File: src/rtl/a429_tx_pkg.sv
package a429_tx_pkg;
  localparam int ARINC_BITS = 32;

  typedef enum logic [1:0] {
    TX_IDLE = 2'd0,
    TX_BIT  = 2'd1,
    TX_GAP  = 2'd2
  } tx_state_e;

  // Replace bit 32 with parity when requested; odd sense when even_sense is 0
  function automatic logic [ARINC_BITS-1:0] seal_word(
    input logic [ARINC_BITS-1:0] w,
    input logic                  par_on,
    input logic                  even_sense
  );
    logic [ARINC_BITS-1:0] r;
    r = w;
    if (par_on) r[ARINC_BITS-1] = (^w[ARINC_BITS-2:0]) ^ ~even_sense;
    return r;
  endfunction
endpackage

File: src/rtl/a429_tx_assembler.sv
module a429_tx_assembler #(
  parameter int HALF_W = 16
) (
  input  logic              clk,
  input  logic              rst_n,
  input  logic              load_lo,
  input  logic              load_hi,
  input  logic [HALF_W-1:0] load_data,
  output logic              word_valid,
  output logic [2*HALF_W-1:0] word
);
  logic [HALF_W-1:0] lo_q;

  always_ff @(posedge clk or negedge rst_n) begin
    if (!rst_n)       lo_q <= '0;
    else if (load_lo) lo_q <= load_data;
  end

  assign word_valid = load_hi;
  assign word       = {load_data, lo_q};
endmodule

File: src/rtl/a429_tx_fifo.sv
module a429_tx_fifo #(
  parameter int W     = 32,
  parameter int DEPTH = 32
) (
  input  logic                       clk,
  input  logic                       rst_n,
  input  logic                       wr_en,
  input  logic [W-1:0]               wr_data,
  input  logic                       rd_en,
  output logic [W-1:0]               rd_data,
  output logic [$clog2(DEPTH+1)-1:0] count
);
  localparam int PW = $clog2(DEPTH);
  localparam int CW = $clog2(DEPTH+1);

  logic [W-1:0]  row [DEPTH];
  logic [PW-1:0] wr_ptr, rd_ptr;

  function automatic logic [PW-1:0] bump(input logic [PW-1:0] p);
    return (p == PW'(DEPTH-1)) ? '0 : p + 1'b1;
  endfunction

  always_ff @(posedge clk) begin
    if (wr_en) row[wr_ptr] <= wr_data;
  end

  always_ff @(posedge clk or negedge rst_n) begin
    if (!rst_n) begin
      wr_ptr <= '0;
      rd_ptr <= '0;
      count  <= '0;
    end else begin
      if (wr_en) wr_ptr <= bump(wr_ptr);
      if (rd_en) rd_ptr <= bump(rd_ptr);
      case ({wr_en, rd_en})
        2'b10:   count <= count + CW'(1);
        2'b01:   count <= count - CW'(1);
        default: count <= count;
      endcase
    end
  end

  assign rd_data = row[rd_ptr];
endmodule

File: src/rtl/a429_tx_serializer.sv
module a429_tx_serializer
  import a429_tx_pkg::*;
#(
  parameter int FAST_HALF = 5,
  parameter int SLOW_HALF = 40,
  parameter int GAP_BITS  = 4
) (
  input  logic                  clk,
  input  logic                  rst_n,
  input  logic                  tx_enable,
  input  logic                  slow_rate,
  input  logic                  parity_on,
  input  logic                  parity_even,
  input  logic                  force_null,
  input  logic                  word_avail,
  input  logic [ARINC_BITS-1:0] word_in,
  output logic                  pop,
  output logic                  busy,
  output logic                  line_one,
  output logic                  line_zero
);
  localparam int GAP_FAST = FAST_HALF * 2 * GAP_BITS;
  localparam int GAP_SLOW = SLOW_HALF * 2 * GAP_BITS;
  localparam int TW       = $clog2(GAP_SLOW + 1);
  localparam int IW       = $clog2(ARINC_BITS);

  tx_state_e             state;
  logic [ARINC_BITS-1:0] shreg;
  logic [IW-1:0]         bit_idx;
  logic                  null_ph;
  logic                  slow_q;
  logic [TW-1:0]         tick;
  logic [TW-1:0]         half_last, gap_last;
  logic                  at_gap_end, start, drive;

  assign half_last  = slow_q ? TW'(SLOW_HALF - 1) : TW'(FAST_HALF - 1);
  assign gap_last   = slow_q ? TW'(GAP_SLOW - 1)  : TW'(GAP_FAST - 1);
  assign at_gap_end = (state == TX_GAP) && (tick == gap_last);
  assign start      = tx_enable && word_avail && ((state == TX_IDLE) || at_gap_end);

  always_ff @(posedge clk or negedge rst_n) begin
    if (!rst_n) begin
      state   <= TX_IDLE;
      shreg   <= '0;
      bit_idx <= '0;
      null_ph <= 1'b0;
      slow_q  <= 1'b0;
      tick    <= '0;
    end else if (start) begin
      state   <= TX_BIT;
      shreg   <= seal_word(word_in, parity_on, parity_even);
      slow_q  <= slow_rate;
      bit_idx <= '0;
      null_ph <= 1'b0;
      tick    <= '0;
    end else begin
      case (state)
        TX_BIT: begin
          if (tick == half_last) begin
            tick <= '0;
            if (!null_ph) begin
              null_ph <= 1'b1;
            end else begin
              null_ph <= 1'b0;
              if (bit_idx == IW'(ARINC_BITS - 1)) begin
                state <= TX_GAP;
              end else begin
                bit_idx <= bit_idx + 1'b1;
                shreg   <= shreg >> 1;
              end
            end
          end else begin
            tick <= tick + 1'b1;
          end
        end
        TX_GAP: begin
          if (at_gap_end) begin
            state <= TX_IDLE;
            tick  <= '0;
          end else begin
            tick <= tick + 1'b1;
          end
        end
        default: tick <= '0;
      endcase
    end
  end

  assign pop       = start;
  assign busy      = (state == TX_BIT);
  assign drive     = busy && !null_ph && !force_null;
  assign line_one  = drive && shreg[0];
  assign line_zero = drive && !shreg[0];
endmodule

File: src/rtl/a429_tx_queue.sv
module a429_tx_queue
  import a429_tx_pkg::*;
#(
  parameter int DEPTH     = 32,
  parameter int FAST_HALF = 5,
  parameter int SLOW_HALF = 40,
  parameter int GAP_BITS  = 4
) (
  input  logic        clk,
  input  logic        rst_n,
  input  logic [15:0] load_data,
  input  logic        load_lo,
  input  logic        load_hi,
  input  logic        tx_enable,
  input  logic        slow_rate,
  input  logic        parity_on,
  input  logic        parity_even,
  input  logic        force_null,
  output logic        line_one,
  output logic        line_zero,
  output logic        ready_o,
  output logic        half_room_o,
  output logic        full_o
);
  localparam int HALF_W = ARINC_BITS / 2;
  localparam int CW     = $clog2(DEPTH + 1);
  localparam int HALF_N = DEPTH / 2;

  logic                  word_valid, wr_accept, pop, busy;
  logic [ARINC_BITS-1:0] word_in, head_word;
  logic [CW-1:0]         count;

  a429_tx_assembler #(.HALF_W(HALF_W)) u_asm (
    .clk        (clk),
    .rst_n      (rst_n),
    .load_lo    (load_lo),
    .load_hi    (load_hi),
    .load_data  (load_data),
    .word_valid (word_valid),
    .word       (word_in)
  );

  assign full_o    = (count == CW'(DEPTH));
  assign wr_accept = word_valid && !full_o;

  a429_tx_fifo #(.W(ARINC_BITS), .DEPTH(DEPTH)) u_fifo (
    .clk     (clk),
    .rst_n   (rst_n),
    .wr_en   (wr_accept),
    .wr_data (word_in),
    .rd_en   (pop),
    .rd_data (head_word),
    .count   (count)
  );

  a429_tx_serializer #(
    .FAST_HALF (FAST_HALF),
    .SLOW_HALF (SLOW_HALF),
    .GAP_BITS  (GAP_BITS)
  ) u_ser (
    .clk         (clk),
    .rst_n       (rst_n),
    .tx_enable   (tx_enable),
    .slow_rate   (slow_rate),
    .parity_on   (parity_on),
    .parity_even (parity_even),
    .force_null  (force_null),
    .word_avail  (count != '0),
    .word_in     (head_word),
    .pop         (pop),
    .busy        (busy),
    .line_one    (line_one),
    .line_zero   (line_zero)
  );

  assign ready_o     = (count == '0) && !busy;
  assign half_room_o = (count < CW'(HALF_N));
endmodule

File: config.mk
export PLATFORM = sky130hd
export DESIGN_NAME = a429_tx_queue
export DESIGN_NICKNAME = d
export VERILOG_FILES = /design/src/rtl/a429_tx_pkg.sv /design/src/rtl/a429_tx_assembler.sv /design/src/rtl/a429_tx_fifo.sv /design/src/rtl/a429_tx_serializer.sv /design/src/rtl/a429_tx_queue.sv
export SDC_FILE = /design/constraint.sdc
export NUM_CORES = 1
export LEC_CHECK = 0
export BUFFER_PORTS_ARGS = -buffer_cell sky130_fd_sc_hd__buf_2
export CORE_MARGIN = 3
export CORE_UTILIZATION = 67
export CTS_BUF_LIST = sky130_fd_sc_hd__clkbuf_2 sky130_fd_sc_hd__clkbuf_4 sky130_fd_sc_hd__clkbuf_8
export DETAILED_ROUTE_END_ITERATION = 7
export GPL_ROUTABILITY_DRIVEN = 0
export PLACE_DENSITY = 0.89
export SYNTH_ARGS = -nofsm -noshare
export SYNTH_HDL_FRONTEND = slang
export SYNTH_SLANG_ARGS = --single-unit
File: constraint.sdc
create_clock -name clk -period 8.1 [get_ports clk]
set_input_delay 0.81 -clock clk [delete_from_list [all_inputs] [get_ports clk]]
set_output_delay 0.81 -clock clk [all_outputs]
set_load 0.02 [all_outputs]
==> flow_summary.json <==
{
  "irDropWorstVdd_mv": 0.474,
  "die_h_um": 261,
  "worstRegToRegCells": 11,
  "hold_class": "in -> reg",
  "drt_iter0_drc": 4159,
  "synth_cell_type_count": 57,
  "crit_fanout": 57,
  "synth_edf_count": 1024,
  "synth_area_leader_cell": "edfxtp_1",
  "grt_antenna_before_repair": 5,
  "dp.cells": 2859,
  "antenna_left": 0,
  "start_util": 0.683,
  "cts_tree": "built",
  "ys_seq_area_frac": 0.755,
  "numCtsBuffers": 164,
  "avgSynthCellArea_sq_um": 21.4,
  "rows": 92,
  "tns_ns": 0,
  "dp_hpwl_um": 57500,
  "final_util": 0.755,
  "dr.pass1.iters": 6,
  "clk_latency_ns": 0.84,
  "grt_max_degree": 79,
  "port-buffer-count": 29,
  "clkTransAtPathRegs_ns": 0.06,
  "cp.required_ns": 8.86,
  "pre_cts_ws_ns": 2.98,
  "dr_total_vias": 23500,
  "drc": 0,
  "drt-total-wl_um": 115000,
  "grt_remaining_overflow": 0,
  "yosys_warnings": 0,
  "ys_async_sr_fraction": 0.0741,
  "drv_slew": 0,
  "finalInstanceArea_sq_mm": 0.0481,
  "fp.dieW_um": 261,
  "synth_top_flop_cell": "edfxtp_1",
  "holdPathStages": 3,
  "rsz0062_at_grt": "no",
  "tightest_slew_ns": 1.20,
  "run_status": "completed",
  "syn-cell-area_sq_mm": 0.0435,
  "grt_pass1_vias": 24400,
  "syn_to_final_growth_pct": 10.6,
  "cts_resized": 0,
  "n_fill_cell": 2945,
  "wl_per_cell_um": 36.4,
  "max_freq_mhz": 187,
  "hold_violations": 0,
  "final_cells": 3170,
  "io_pins": 30,
  "clock_path_buffers": 3,
  "fin_crit_ns": 5.34,
  "holdWs_ns": 0.196,
  "synth_cells": 2035,
  "end_kind": "flop",
  "synth_top_area_share": 0.708,
  "ys_seq_elements": 1106,
  "design.die.area_sq_mm": 0.0680,
  "viasPerCell": 7.43,
  "slew_headroom": 0.198,
  "maxCapViolCount": 0,
  "cts_setup_buffers": 0,
  "powerDensity_mw_per_mm2": 349,
  "root_buffer": "clkbuf_8",
  "hold_buffers": 1,
  "setup_ws_ns": 2.76,
  "htreeDepth": 4,
  "cellLeakagePower_nw": 15.4,
  "finClkSkew_ns": 0.0489,
  "crit_type": "reg -> reg",
  "mostFrequentLayoutCells": "edfxtp_1, mux4_2, clkbuf_8, dfrtp_1, mux2i_1",
  "crit_arrival_ns": 6.10,
  "syn_nets": 2077,
  "grt_use_total": 0.355,
  "grt_pass1_wl_um": 168000,
  "fin_crit_sh": 0.659,
  "fin_nets": 2222,
  "cp-start-kind": "flop",
  "total_power_mw": 16.8,
  "setup_viol": 0,
  "drive_above_1_share": 0.308,
  "place_area_sq_mm": 0.0447,
  "synthTopCellsByArea": "edfxtp_1, mux4_2, dfrtp_1, mux2i_1, mux2_2",
  "clock-sinks": 1106,
  "coreArea_sq_mm": 0.0637,
  "layout_commonest_cell": "edfxtp_1"
}
area by class of cell:
type	count	area [sq um]	area share
timing repair buffer	85	583	0.0121
sequential	1106	32800	0.683
clock inverter	67	400	0.00833
inverter	14	52.6	0.00109
antenna	4	10.0	0.000208
multi-input combinational	809	10200	0.212
tap	846	1060	0.0220
clock buffer	239	2950	0.0614
worst max-delay path: stages, from the launching register on:
cell	delay [ns]
dfrtp_4	0.99
buf_4	0.81
mux2_2	0.42
o221ai_1	0.26
o21ai_0	0.21
a211oi_1	0.71
xnor2_1	0.22
xnor3_1	0.33
xnor3_1	0.45
xnor3_1	0.42
a211o_1	0.33
nand2_1	0.09
state kept, by name, summed over array words and instances, names as in the netlist:
register / count
u_ser.null_ph: 1
u_fifo.rd_ptr: 5
u_fifo.row: 1024
u_ser.state: 2
u_ser.tick: 9
u_ser.bit_idx: 5
u_ser.shreg: 32
u_fifo.count: 6
u_ser.slow_q: 1
u_asm.lo_q: 16
u_fifo.wr_ptr: 5
power breakdown:
part           leakage [nW]  internal (mW)  total [mW]  switching (mW)
logic                  3.47           2.39        5.01            2.62
registers              10.2           6.69        7.15           0.452
clock network          1.76           2.44        4.61            2.16
total                  15.4           11.5        16.8            5.23
path summary, 6_finish.rpt:
kind                                        from          endpoint  slack (ns)
worst min-delay path                   slow_rate      u_ser.slow_q        0.20
worst max register to register  u_fifo.rd_ptr[1]   u_ser.shreg[31]        2.76
worst min register to register   u_fifo.count[5]   u_fifo.count[5]        0.51
worst max-delay path            u_fifo.rd_ptr[1]   u_ser.shreg[31]        2.76
max in group asynchronous                  rst_n  u_fifo.rd_ptr[1]        6.22
min in group asynchronous                  rst_n      u_ser.slow_q        0.41
cells by family after synthesis:
logic type / share of synthesized area
xor gates and xnor gates: 0.0111
adders and majority gates: 0.00489
AOI/OAI and AO/OA: 0.0271
buffers and inverters: 0.0165
muxes: 0.164
and+or+nand+nor: 0.0211
DFF: 0.755
metal layers:
metal / vias up / routed length (um) / global-route usage
met1: 11800 / 35700 / 0.458
met4: 2 / 7580 / 0.217
met2: 2476 / 55300 / 0.540
met3: 556 / 16800 / 0.107
li1: 8750 / - / -
met5: - / 9 / 0
synth_stat cells, types with 7 or more instances:
cell / count
a211oi_1: 17
a21oi_1: 28
a22o_1: 8
a22oi_1: 42
and3_1: 7
buf_1: 12
buf_2: 22
buf_4: 14
buf_6: 19
clkbuf_1: 35
dfrtp_1: 82
edfxtp_1: 1024
ha_1: 17
inv_1: 12
mux2_2: 35
mux2i_1: 60
mux4_2: 273
nand2_1: 59
nand3_1: 14
nand3b_1: 7
nor2_1: 77
nor2b_1: 14
o21a_1: 12
o21ai_0: 37
xnor2_1: 23
xor2_1: 22
Power figures use the tool's default switching activity.
